[config.mk]
export PLATFORM = sky130hd
export DESIGN_NAME = tdc_block_framer
export DESIGN_NICKNAME = d
export VERILOG_FILES = /design/src/rtl/tdc_framer_pkg.sv /design/src/rtl/tdc_word_sorter.sv /design/src/rtl/tdc_payload_store.sv /design/src/rtl/tdc_err_tracker.sv /design/src/rtl/tdc_block_framer.sv
export SDC_FILE = /design/constraint.sdc
export NUM_CORES = 1
export LEC_CHECK = 0
export BUFFER_PORTS_ARGS = -buffer_cell sky130_fd_sc_hd__buf_2
export CORE_MARGIN = 1
export CORE_UTILIZATION = 25
export DETAILED_ROUTE_END_ITERATION = 10
export PLACE_DENSITY = 0.43
export SYNTH_ARGS = -nofsm -noshare
export SYNTH_HDL_FRONTEND = slang
export SYNTH_SLANG_ARGS = --single-unit
[constraint.sdc]
create_clock -name clk -period 6.35 [get_ports clk]
set_clock_uncertainty 0.15 [all_clocks]
set_input_delay 0.3175 -clock clk [delete_from_list [all_inputs] [get_ports clk]]
set_output_delay 0.3175 -clock clk [all_outputs]
set_load 0.05 [all_outputs]
[src/rtl/tdc_framer_pkg.sv]
package tdc_framer_pkg;

    localparam int WORD_W = 32;

    typedef enum logic [2:0] {
        WC_HIT,
        WC_EVHDR,
        WC_EVTRL,
        WC_ERR,
        WC_PAD,
        WC_BAD
    } word_class_e;

    typedef enum logic [1:0] {
        ST_IDLE,
        ST_COLLECT,
        ST_HEADER,
        ST_DRAIN
    } framer_state_e;

    function automatic word_class_e classify(input logic [3:0] code);
        word_class_e c;
        unique case (code)
            4'h2:        c = WC_EVHDR;
            4'h3:        c = WC_EVTRL;
            4'h4, 4'h5:  c = WC_HIT;
            4'h6:        c = WC_ERR;
            4'h7:        c = WC_PAD;
            default:     c = WC_BAD;
        endcase
        return c;
    endfunction

endpackage

[src/rtl/tdc_word_sorter.sv]
module tdc_word_sorter
    import tdc_framer_pkg::*;
(
    input  logic [WORD_W-1:0] word_i,
    input  logic              strip_i,
    output logic              keep_o,
    output logic              bad_o,
    output logic              size_flag_o,
    output logic              trig_flag_o,
    output logic [WORD_W-1:0] word_o
);
    localparam int IGN_BIT  = 14;
    localparam int SIZE_BIT = 12;
    localparam int TRIG_BIT = 13;

    word_class_e cls;

    always_comb begin
        cls         = classify(word_i[31:28]);
        word_o      = word_i;
        keep_o      = 1'b0;
        bad_o       = 1'b0;
        size_flag_o = 1'b0;
        trig_flag_o = 1'b0;
        unique case (cls)
            WC_HIT, WC_PAD: keep_o = 1'b1;
            WC_EVHDR, WC_EVTRL: keep_o = !strip_i;
            WC_ERR: begin
                keep_o          = 1'b1;
                word_o[IGN_BIT] = 1'b0;
                size_flag_o     = word_i[SIZE_BIT];
                trig_flag_o     = word_i[TRIG_BIT];
            end
            default: bad_o = 1'b1;
        endcase
    end

endmodule

[src/rtl/tdc_payload_store.sv]
module tdc_payload_store #(
    parameter int DEPTH  = 32,
    parameter int WIDTH  = 32,
    localparam int AW    = (DEPTH > 1) ? $clog2(DEPTH) : 1
) (
    input  logic             clk,
    input  logic             wr_en,
    input  logic [AW-1:0]    wr_addr,
    input  logic [WIDTH-1:0] wr_data,
    input  logic [AW-1:0]    rd_addr,
    output logic [WIDTH-1:0] rd_data
);
    logic [WIDTH-1:0] mem [DEPTH];

    always_ff @(posedge clk) begin
        if (wr_en) begin
            mem[wr_addr] <= wr_data;
        end
    end

    assign rd_data = mem[rd_addr];

endmodule

[src/rtl/tdc_err_tracker.sv]
module tdc_err_tracker #(
    parameter int CNT_W = 8
) (
    input  logic             clk,
    input  logic             rst_n,
    input  logic             accept_i,
    input  logic             start_i,
    input  logic             size_flag_i,
    input  logic             trig_flag_i,
    input  logic             bad_i,
    output logic             size_sticky_o,
    output logic             trig_sticky_o,
    output logic [CNT_W-1:0] bad_cnt_o
);
    localparam logic [CNT_W-1:0] CNT_MAX = '1;

    always_ff @(posedge clk) begin
        if (!rst_n) begin
            size_sticky_o <= 1'b0;
            trig_sticky_o <= 1'b0;
        end else if (accept_i && start_i) begin
            size_sticky_o <= size_flag_i;
            trig_sticky_o <= trig_flag_i;
        end else if (accept_i) begin
            size_sticky_o <= size_sticky_o | size_flag_i;
            trig_sticky_o <= trig_sticky_o | trig_flag_i;
        end
    end

    always_ff @(posedge clk) begin
        if (!rst_n) begin
            bad_cnt_o <= '0;
        end else if (accept_i && bad_i && bad_cnt_o != CNT_MAX) begin
            bad_cnt_o <= bad_cnt_o + 1'b1;
        end
    end

endmodule

[src/rtl/tdc_block_framer.sv]
module tdc_block_framer
    import tdc_framer_pkg::*;
#(
    parameter int DEPTH = 32,
    parameter int CNT_W = 8
) (
    input  logic             clk,
    input  logic             rst_n,
    input  logic             cfg_strip,
    input  logic             in_valid,
    output logic             in_ready,
    input  logic [31:0]      in_word,
    input  logic             in_last,
    input  logic             in_ovf,
    output logic             out_valid,
    output logic [31:0]      out_data,
    output logic             out_last,
    output logic             err_size_limit,
    output logic             err_trig_lost,
    output logic [CNT_W-1:0] bad_count
);
    localparam int AW = (DEPTH > 1) ? $clog2(DEPTH) : 1;
    localparam int CW = $clog2(DEPTH + 1);
    localparam logic [CW-1:0] FULL_CNT = CW'(DEPTH);
    localparam logic [3:0] BLK_TYPE = 4'h0;

    framer_state_e state, state_nxt;

    logic              accept, start, full;
    logic              keep, bad, size_flag, trig_flag;
    logic [31:0]       fwd_word, rd_data;
    logic [CW-1:0]     wr_cnt, rd_ptr;
    logic              ev_ovf;
    logic [15:0]       len_bytes;
    logic              drain_last;

    assign accept     = in_valid && in_ready;
    assign start      = (state == ST_IDLE);
    assign full       = (wr_cnt == FULL_CNT);
    assign len_bytes  = 16'({wr_cnt, 2'b00});
    assign drain_last = (rd_ptr == wr_cnt - CW'(1));

    tdc_word_sorter u_sorter (
        .word_i      (in_word),
        .strip_i     (cfg_strip),
        .keep_o      (keep),
        .bad_o       (bad),
        .size_flag_o (size_flag),
        .trig_flag_o (trig_flag),
        .word_o      (fwd_word)
    );

    tdc_payload_store #(
        .DEPTH (DEPTH),
        .WIDTH (32)
    ) u_store (
        .clk     (clk),
        .wr_en   (accept && keep && !full),
        .wr_addr (wr_cnt[AW-1:0]),
        .wr_data (fwd_word),
        .rd_addr (rd_ptr[AW-1:0]),
        .rd_data (rd_data)
    );

    tdc_err_tracker #(
        .CNT_W (CNT_W)
    ) u_err (
        .clk           (clk),
        .rst_n         (rst_n),
        .accept_i      (accept),
        .start_i       (start),
        .size_flag_i   (size_flag),
        .trig_flag_i   (trig_flag),
        .bad_i         (bad),
        .size_sticky_o (err_size_limit),
        .trig_sticky_o (err_trig_lost),
        .bad_cnt_o     (bad_count)
    );

    // State register
    always_ff @(posedge clk) begin
        if (!rst_n) begin
            state <= ST_IDLE;
        end else begin
            state <= state_nxt;
        end
    end

    // Transitions
    always_comb begin
        state_nxt = state;
        unique case (state)
            ST_IDLE: begin
                if (accept) begin
                    state_nxt = in_last ? ST_HEADER : ST_COLLECT;
                end
            end
            ST_COLLECT: begin
                if (accept && in_last) begin
                    state_nxt = ST_HEADER;
                end
            end
            ST_HEADER: begin
                state_nxt = (wr_cnt == '0) ? ST_IDLE : ST_DRAIN;
            end
            ST_DRAIN: begin
                if (drain_last) begin
                    state_nxt = ST_IDLE;
                end
            end
            default: state_nxt = ST_IDLE;
        endcase
    end

    // Outputs
    always_comb begin
        in_ready  = 1'b0;
        out_valid = 1'b0;
        out_data  = '0;
        out_last  = 1'b0;
        unique case (state)
            ST_IDLE, ST_COLLECT: in_ready = 1'b1;
            ST_HEADER: begin
                out_valid = 1'b1;
                out_data  = {BLK_TYPE, 11'd0, ev_ovf, len_bytes};
                out_last  = (wr_cnt == '0);
            end
            ST_DRAIN: begin
                out_valid = 1'b1;
                out_data  = rd_data;
                out_last  = drain_last;
            end
            default: ;
        endcase
    end

    // Payload bookkeeping
    always_ff @(posedge clk) begin
        if (!rst_n) begin
            wr_cnt <= '0;
            rd_ptr <= '0;
            ev_ovf <= 1'b0;
        end else begin
            if (accept) begin
                if (start) begin
                    ev_ovf <= in_ovf;
                end else begin
                    ev_ovf <= ev_ovf | in_ovf | (keep && full);
                end
                if (keep && !full) begin
                    wr_cnt <= wr_cnt + CW'(1);
                end
            end
            if (state == ST_HEADER) begin
                rd_ptr <= '0;
            end else if (state == ST_DRAIN) begin
                if (drain_last) begin
                    rd_ptr <= '0;
                    wr_cnt <= '0;
                end else begin
                    rd_ptr <= rd_ptr + CW'(1);
                end
            end
        end
    end

endmodule

# [Yosys cells after proc, flatten, opt, wreduce, memory -nomap -nowiden]
# Memories as Yosys holds them, arrays and structs flattened. A register that Yosys moved wholly into a read port is not among the register bits.
# Cells that the tools add are included.
[classes] bitwise_logic=5 eq_ne=19 n_reduce_logical=23 add_sub_neg=4 n_mux=31
[op_table] operator="32-bit one-hot mux with 2 select lines" count=1
[op_table] operator="6-bit two-way mux" count=6
[op_table] operator="4-bit by 3-bit equality test with 1-bit output, second input constant" count=4
[op_table] operator="3-bit one-hot mux with 5 select lines" count=1
[op_table] operator="1-bit two-way mux" count=13
[op_table] operator="6-bit by 1-bit adder with 6-bit output, second input constant" count=2
[op_table] operator="2-bit two-way mux" count=5
[op_table] operator="5-bit two-way mux" count=2
[op_table] operator="2-bit OR reduction" count=5
[op_table] operator="1-bit logical AND" count=9
[op_table] operator="8-bit by 1-bit adder with 8-bit output, second input constant" count=1
[op_table] operator="4-bit by 2-bit equality test with 1-bit output, second input constant" count=2
[op_table] operator="8-bit != test, second input constant" count=1
[op_table] operator="2-bit one-hot mux with 4 select lines" count=1
[op_table] operator="3-bit by 2-bit equality test with 1-bit output, second input constant" count=2
[op_table] operator="6-bit equality test" count=1
[op_table] operator="6-bit equality test, second input constant" count=1
[op_table] operator="6-bit logical NOT" count=1
[op_table] operator="2-bit != test, second input constant" count=3
[op_table] operator="6-bit by 1-bit subtractor with 6-bit output, second input constant" count=1
[op_table] operator="5-bit OR reduction" count=1
[op_table] operator="2-bit equality test, second input constant" count=2
[op_table] operator="1-bit bitwise OR" count=4
[op_table] operator="1-bit one-hot mux with 2 select lines" count=2
[op_table] operator="other kinds (10)" count=11
[word_totals] ram_bits=1024 input_bits=38 memories=1 out_inout_bits=45 wordCells=90 ff_bits=25
[memory_table] memory="u_store.mem" words=32 word_bits=32 read_ports=1 rd_clocked_by_memory_dff=1 write_ports=1 line="tdc_payload_store.sv:13" source="logic [WIDTH-1:0] mem [DEPTH];"

# [Depth between registers and ports, before layout]
[depth] word_depth=12 mapped_depth=8 depth_no_buf=7

# [Hierarchy]
# From an unflattened synthesis, not the netlist that was laid out.
[hier_totals] cells_unflattened=2486 hier_area_um2=41910.2
[by_module_without_submodules] module="tdc_payload_store" cells_per_inst=2228 area_per_inst_um2=39844.5 seq_area_each_um2=30749.5 instances=1
[by_module_without_submodules] module="tdc_block_framer" cells_per_inst=166 area_per_inst_um2=1283.7 seq_area_each_um2=300.3 instances=1
[by_module_without_submodules] module="tdc_err_tracker" cells_per_inst=53 area_per_inst_um2=495.5 seq_area_each_um2=200.2 instances=1
[by_module_without_submodules] module="tdc_word_sorter" cells_per_inst=39 area_per_inst_um2=286.5 seq_area_each_um2=0.0 instances=1

# [Worst setup path before layout]
# Ideal clock, no wire load.
[synth_path] path_type="register to register" startpoint="register state[1]" endpoint="memory u_store.mem[16][0], enable pin" arrival_ps=4118 stages_incl_launch_ff=4 slack_ps=1580 period_less_slack_ps=4770 n_path_buf=0 t_required_ps=5698 setup_ps=502 path_cell_list="dfxtp_1 -> or3b_1 -> a21oi_1 -> nor4bb_1"
[synth_via] elab_chain_len=8 elab_cells_between_ends=9 cone_classes="eq/ne: 1; mux: 3; reduce/logical: 5"
[synth_lines] item="start, declared" line="tdc_block_framer.sv:27" source="framer_state_e state, state_nxt;"
[synth_lines] item="start signal, assigned" line="tdc_block_framer.sv:85" source="state <= state_nxt;"
[synth_lines] item="2-bit by 1-bit equality test with 1-bit output or 2-bit logical NOT (tied branches)" line="tdc_block_framer.sv:121" source="unique case (state)"
[synth_lines] item="2-bit OR reduction *" line="tdc_block_framer.sv:121"
[synth_lines] item="1-bit two-way mux *" line="tdc_block_framer.sv:121"
[synth_lines] item="1-bit logical AND *" line="tdc_block_framer.sv:37" source="assign accept = in_valid && in_ready;"
[synth_lines] item="1-bit logical AND * (2 in series)" line="tdc_block_framer.sv:58" source=".wr_en (accept && keep && !full),"
[synth_lines] item="1-bit two-way mux *" line="tdc_payload_store.sv:16" source="if (wr_en) begin"
[synth_lines] item="1-bit two-way mux (implied by the code) *" line="tdc_payload_store.sv:17" source="mem[wr_addr] <= wr_data;"
[synth_lines] item="end, declared" line="tdc_payload_store.sv:13"
# Every way passes the cells marked *; elsewhere a longest branch is shown, timed or not.

==> flow_metrics.env <==
export IMPL_final_layout_size_suffix_gt1_share_pct=32.8
export IMPL_yosys_most_used_dff="edfxtp_1"
export IMPL_yosysSeqAreaShare_pct=77.2
export IMPL_intPower_mw=11.7
export IMPL_critical_path_slowest_cell="dfxtp_4"
export IMPL_cp_common_cell="mux4_2"
export IMPL_cts_reportedPaths_clkPinSlew_ns=0.06
export IMPL_switchingPower_mw=3.02
export IMPL_die_area_mm2=0.164
export IMPL_power_leakage_nw=14.1
export IMPL_drc=0
export IMPL_syn_to_final_growth_pct=17.8
export IMPL_synth_lib_cells_used_distinct=53
export IMPL_synth_async_reset_ratio_pct=0
export IMPL_critical_path_top_delay_family="multiplexers"
export IMPL_cp_num_buf_inv=2
export IMPL_synth_warnings=0
export IMPL_sw_frac_of_total_pct=20.5
export IMPL_vias=19100
export IMPL_hold_path_class="input pin to register"
export IMPL_ir_drop_mv=0.239
export IMPL_synth_edf_count=1024
export IMPL_dr_pass1_iters=5
export IMPL_cap_violations=0
export IMPL_fillers=15500
export IMPL_wl_per_cell_um=27.2
export IMPL_gp_congestion=0.750
export IMPL_path_cells="buf_4, mux4_2, mux4_2, mux2i_1, nor2_1, buf_2"
export IMPL_grt_max_degree=91
export IMPL_synth_seq_cells=1054
export IMPL_rows=147
export IMPL_grt_pass1_wl_mm=159
export IMPL_startpoint_type="register"
export IMPL_die_h_um=405
export IMPL_final_util_pct=29.7
export IMPL_grt_setup_unrepaired="no"
export IMPL_clockBufferDepth=3
export IMPL_max_freq_mhz=208
export IMPL_worstPathArrival_ns=4.34
export IMPL_cp_required_ns=5.88
export IMPL_p_comb_share_pct=2.5
export IMPL_start_util_pct=25.2
export IMPL_critPathKind="register to primary output"
export IMPL_drt_iter0_markers=2031
export IMPL_power_density_mw_per_mm2=308
export IMPL_syn_area_per_cell_um2=23.2
export IMPL_cts_max_level=3
export IMPL_die_w_um=405
export IMPL_coreArea_mm2=0.161
export IMPL_whs_ns=0.0426
export IMPL_setup_tns_ns=0
export IMPL_synth_nets=1798
export IMPL_port_buffers=82
export IMPL_vias_per_cell=4.60
export IMPL_cp_max_fo=33
export IMPL_power_frac_seq_pct=52.0
export IMPL_crit_path_max_incr_delay_ns=0.84
export IMPL_first_global_vias=19700
export IMPL_ios=83
export IMPL_tightest_slew_ns=1.37
export IMPL_hold_viol=0
export IMPL_fin_total_pwr_mw=14.7
export IMPL_syn_area_mm2=0.0406
export IMPL_grtUsageTotal_pct=13.9
export IMPL_timing_slew_headroom_pct=8.70
export IMPL_antenna_found_initial=24
export IMPL_finalCritPeriodShare_pct=75.6
export IMPL_clk_latency_ns=0.70
export IMPL_drtAntennaViolNets=0
export IMPL_cts_root_buf="clkbuf_16"
export IMPL_setup_viol=0
export IMPL_regToRegSetupSlack_ns=2.02
export IMPL_slew_violations=0
export IMPL_fin_crit_ns=4.80
export IMPL_post_cts_resize_count=0
export IMPL_clockPowerShare_pct=45.5
export IMPL_dpl_hpwl_mm=70.4
export IMPL_syn_inst=1754
export IMPL_grt_ovfl_total=0
export IMPL_drt_wl_total_mm=113
export IMPL_status="finished, final reports clean"
export IMPL_final_nets=1951
export IMPL_cts_sinks=1054
export IMPL_cts_tree="yes"
export IMPL_crit_path_end_kind="primary output"
export IMPL_numCtsBuffers=109
-- cells in the final DEF (no fill, tap or decap), drive strengths merged, types with 4 or more instances in the layout --
master | synthesis | routed
edfxtp | 1024 | 1024
mux4 | 306 | 306
clkbuf | 43 | 130
buf | 49 | 126
nor2 | 77 | 77
clkinv | 0 | 48
mux2i | 33 | 33
dfxtp | 30 | 30
nand2 | 28 | 28
bufinv | 0 | 18
a211oi | 14 | 14
nor2b | 13 | 13
xor2 | 12 | 12
nand3 | 10 | 10
inv | 6 | 10
o22ai | 9 | 9
o21ai | 9 | 9
dlygate4sd3 | 0 | 8
mux2 | 7 | 7
nand2b | 7 | 7
o41ai | 7 | 7
clkinvlp | 0 | 7
a21oi | 6 | 6
ha | 6 | 6
xnor2 | 5 | 5
nand4 | 5 | 5
a21boi | 4 | 4
nor4 | 4 | 4
and2 | 4 | 4
-- registers in the layout, summed over array words and instances (netlist names), named ones only --
register,count
ev_ovf,1
rd_ptr,6
state,2
u_err.bad_cnt_o,8
u_err.size_sticky_o,1
u_err.trig_sticky_o,1
u_store.mem,1024
wr_cnt,6
-- metal layers --
layer / wire length, um / vias up / GRT usage, %
met2: 49400 / 628 / 20.0
met5: 15 / - / 0
li1: - / 7792 / -
met4: 2190 / 4 / 3.12
met3: 7790 / 138 / 3.36
met1: 54000 / 10600 / 20.9
-- through the flow --
stage	worst slack (ns)	cell area, um2	cells
after floorplan	1.58	40600	1754
after global placement	1.99	43900	3943
after detailed placement	1.94	44000	3946
after CTS	1.32	47800	4161
after global routing	1.19	47800	4163
final	1.55	47800	4165
-- worst paths after layout --
kind / end / start / cells after the start
setup / recovery: out_data[28] / register / 6
hold / removal: u_store.mem[3][9] / in_word[9] / 1
setup reg to reg: u_store.mem[29][26] / wr_cnt[0] / 6
hold reg to reg: u_err.bad_cnt_o[1] / u_err.bad_cnt_o[1] / 2
-- what timing repair did --
action                                  in CTS  in global routing
hold buffers                                 8                  0
hold endpoints to repair                    63                  0
buffers inserted                             0                  0
endpoints found under the setup margin       0                  0
-- Yosys cell counts (2+ instances only) --
| cell | number | area, um2 |
|---|---|---|
| or3b_2 | 2 | 17.5 |
| nand3_1 | 10 | 50.1 |
| dfxtp_1 | 30 | 601 |
| inv_1 | 6 | 22.5 |
| nor2_1 | 77 | 289 |
| mux2i_1 | 33 | 330 |
| a211oi_1 | 14 | 105 |
| nor2b_1 | 13 | 81.3 |
| and2_1 | 4 | 25.0 |
| nand2_1 | 27 | 101 |
| nand2b_1 | 7 | 43.8 |
| a22oi_1 | 3 | 22.5 |
| ha_1 | 6 | 75.1 |
| nor3_1 | 3 | 15.0 |
| buf_1 | 10 | 37.5 |
| or3_1 | 3 | 18.8 |
| buf_6 | 3 | 33.8 |
| nor4b_1 | 2 | 17.5 |
| nand4_1 | 5 | 31.3 |
| clkbuf_1 | 43 | 161 |
| mux4_2 | 306 | 6890 |
| xor2_1 | 12 | 105 |
| nor4_1 | 4 | 25.0 |
| buf_4 | 11 | 82.6 |
| o22ai_1 | 9 | 56.3 |
| o21ai_0 | 9 | 45.0 |
| xnor2_1 | 5 | 43.8 |
| o31ai_1 | 2 | 15.0 |
| a21oi_1 | 6 | 30.0 |
| mux2_2 | 7 | 78.8 |
| o41ai_1 | 7 | 61.3 |
| edfxtp_1 | 1024 | 30700 |
| and4_1 | 2 | 17.5 |
| buf_2 | 25 | 125 |
| a21boi_0 | 4 | 30.0 |
| nand3b_1 | 3 | 22.5 |
-- power groups by stage --
stage	Combinational (mW)	Sequential [mW]	Clock, mW
2_1_floorplan	0.154	7.80	0
3_3_place_gp	0.369	7.80	0
3_5_place_dp	0.377	7.80	0
4_1_cts	0.381	7.65	6.85
5_1_grt	0.399	7.65	7.09
6_report	0.371	7.65	6.70
-- worst register-to-register path, stage by stage (launching register included) --
cell,delay (ns)
dfxtp_1,0.58
inv_1,0.16
ha_1,0.30
nor4b_1,0.21
a221oi_2,0.59
nand2_1,0.66
nor2_4,1.19
-- layout make-up --
type / count / area, um2 / area share [%]
antenna: 2 / 5.00 / 0.0105
clock buffer: 130 / 2870 / 6.00
clock inverter: 77 / 865 / 1.81
inverter: 6 / 22.5 / 0.0471
multi-input combinational: 602 / 9040 / 18.9
sequential: 1054 / 31400 / 65.6
tap: 2160 / 2700 / 5.65
timing repair buffer: 134 / 971 / 2.03
-- cell families after synthesis --
kind of cell	after synthesis	synth area share [%]
compound gates	65	1.16
xor+xnor	17	0.367
fa+ha+maj	6	0.185
buf+inv	98	1.14
flops	1054	77.2
mux	346	18.0
simple gates	168	1.97
No activity file was read; power rests on OpenSTA's default activity.
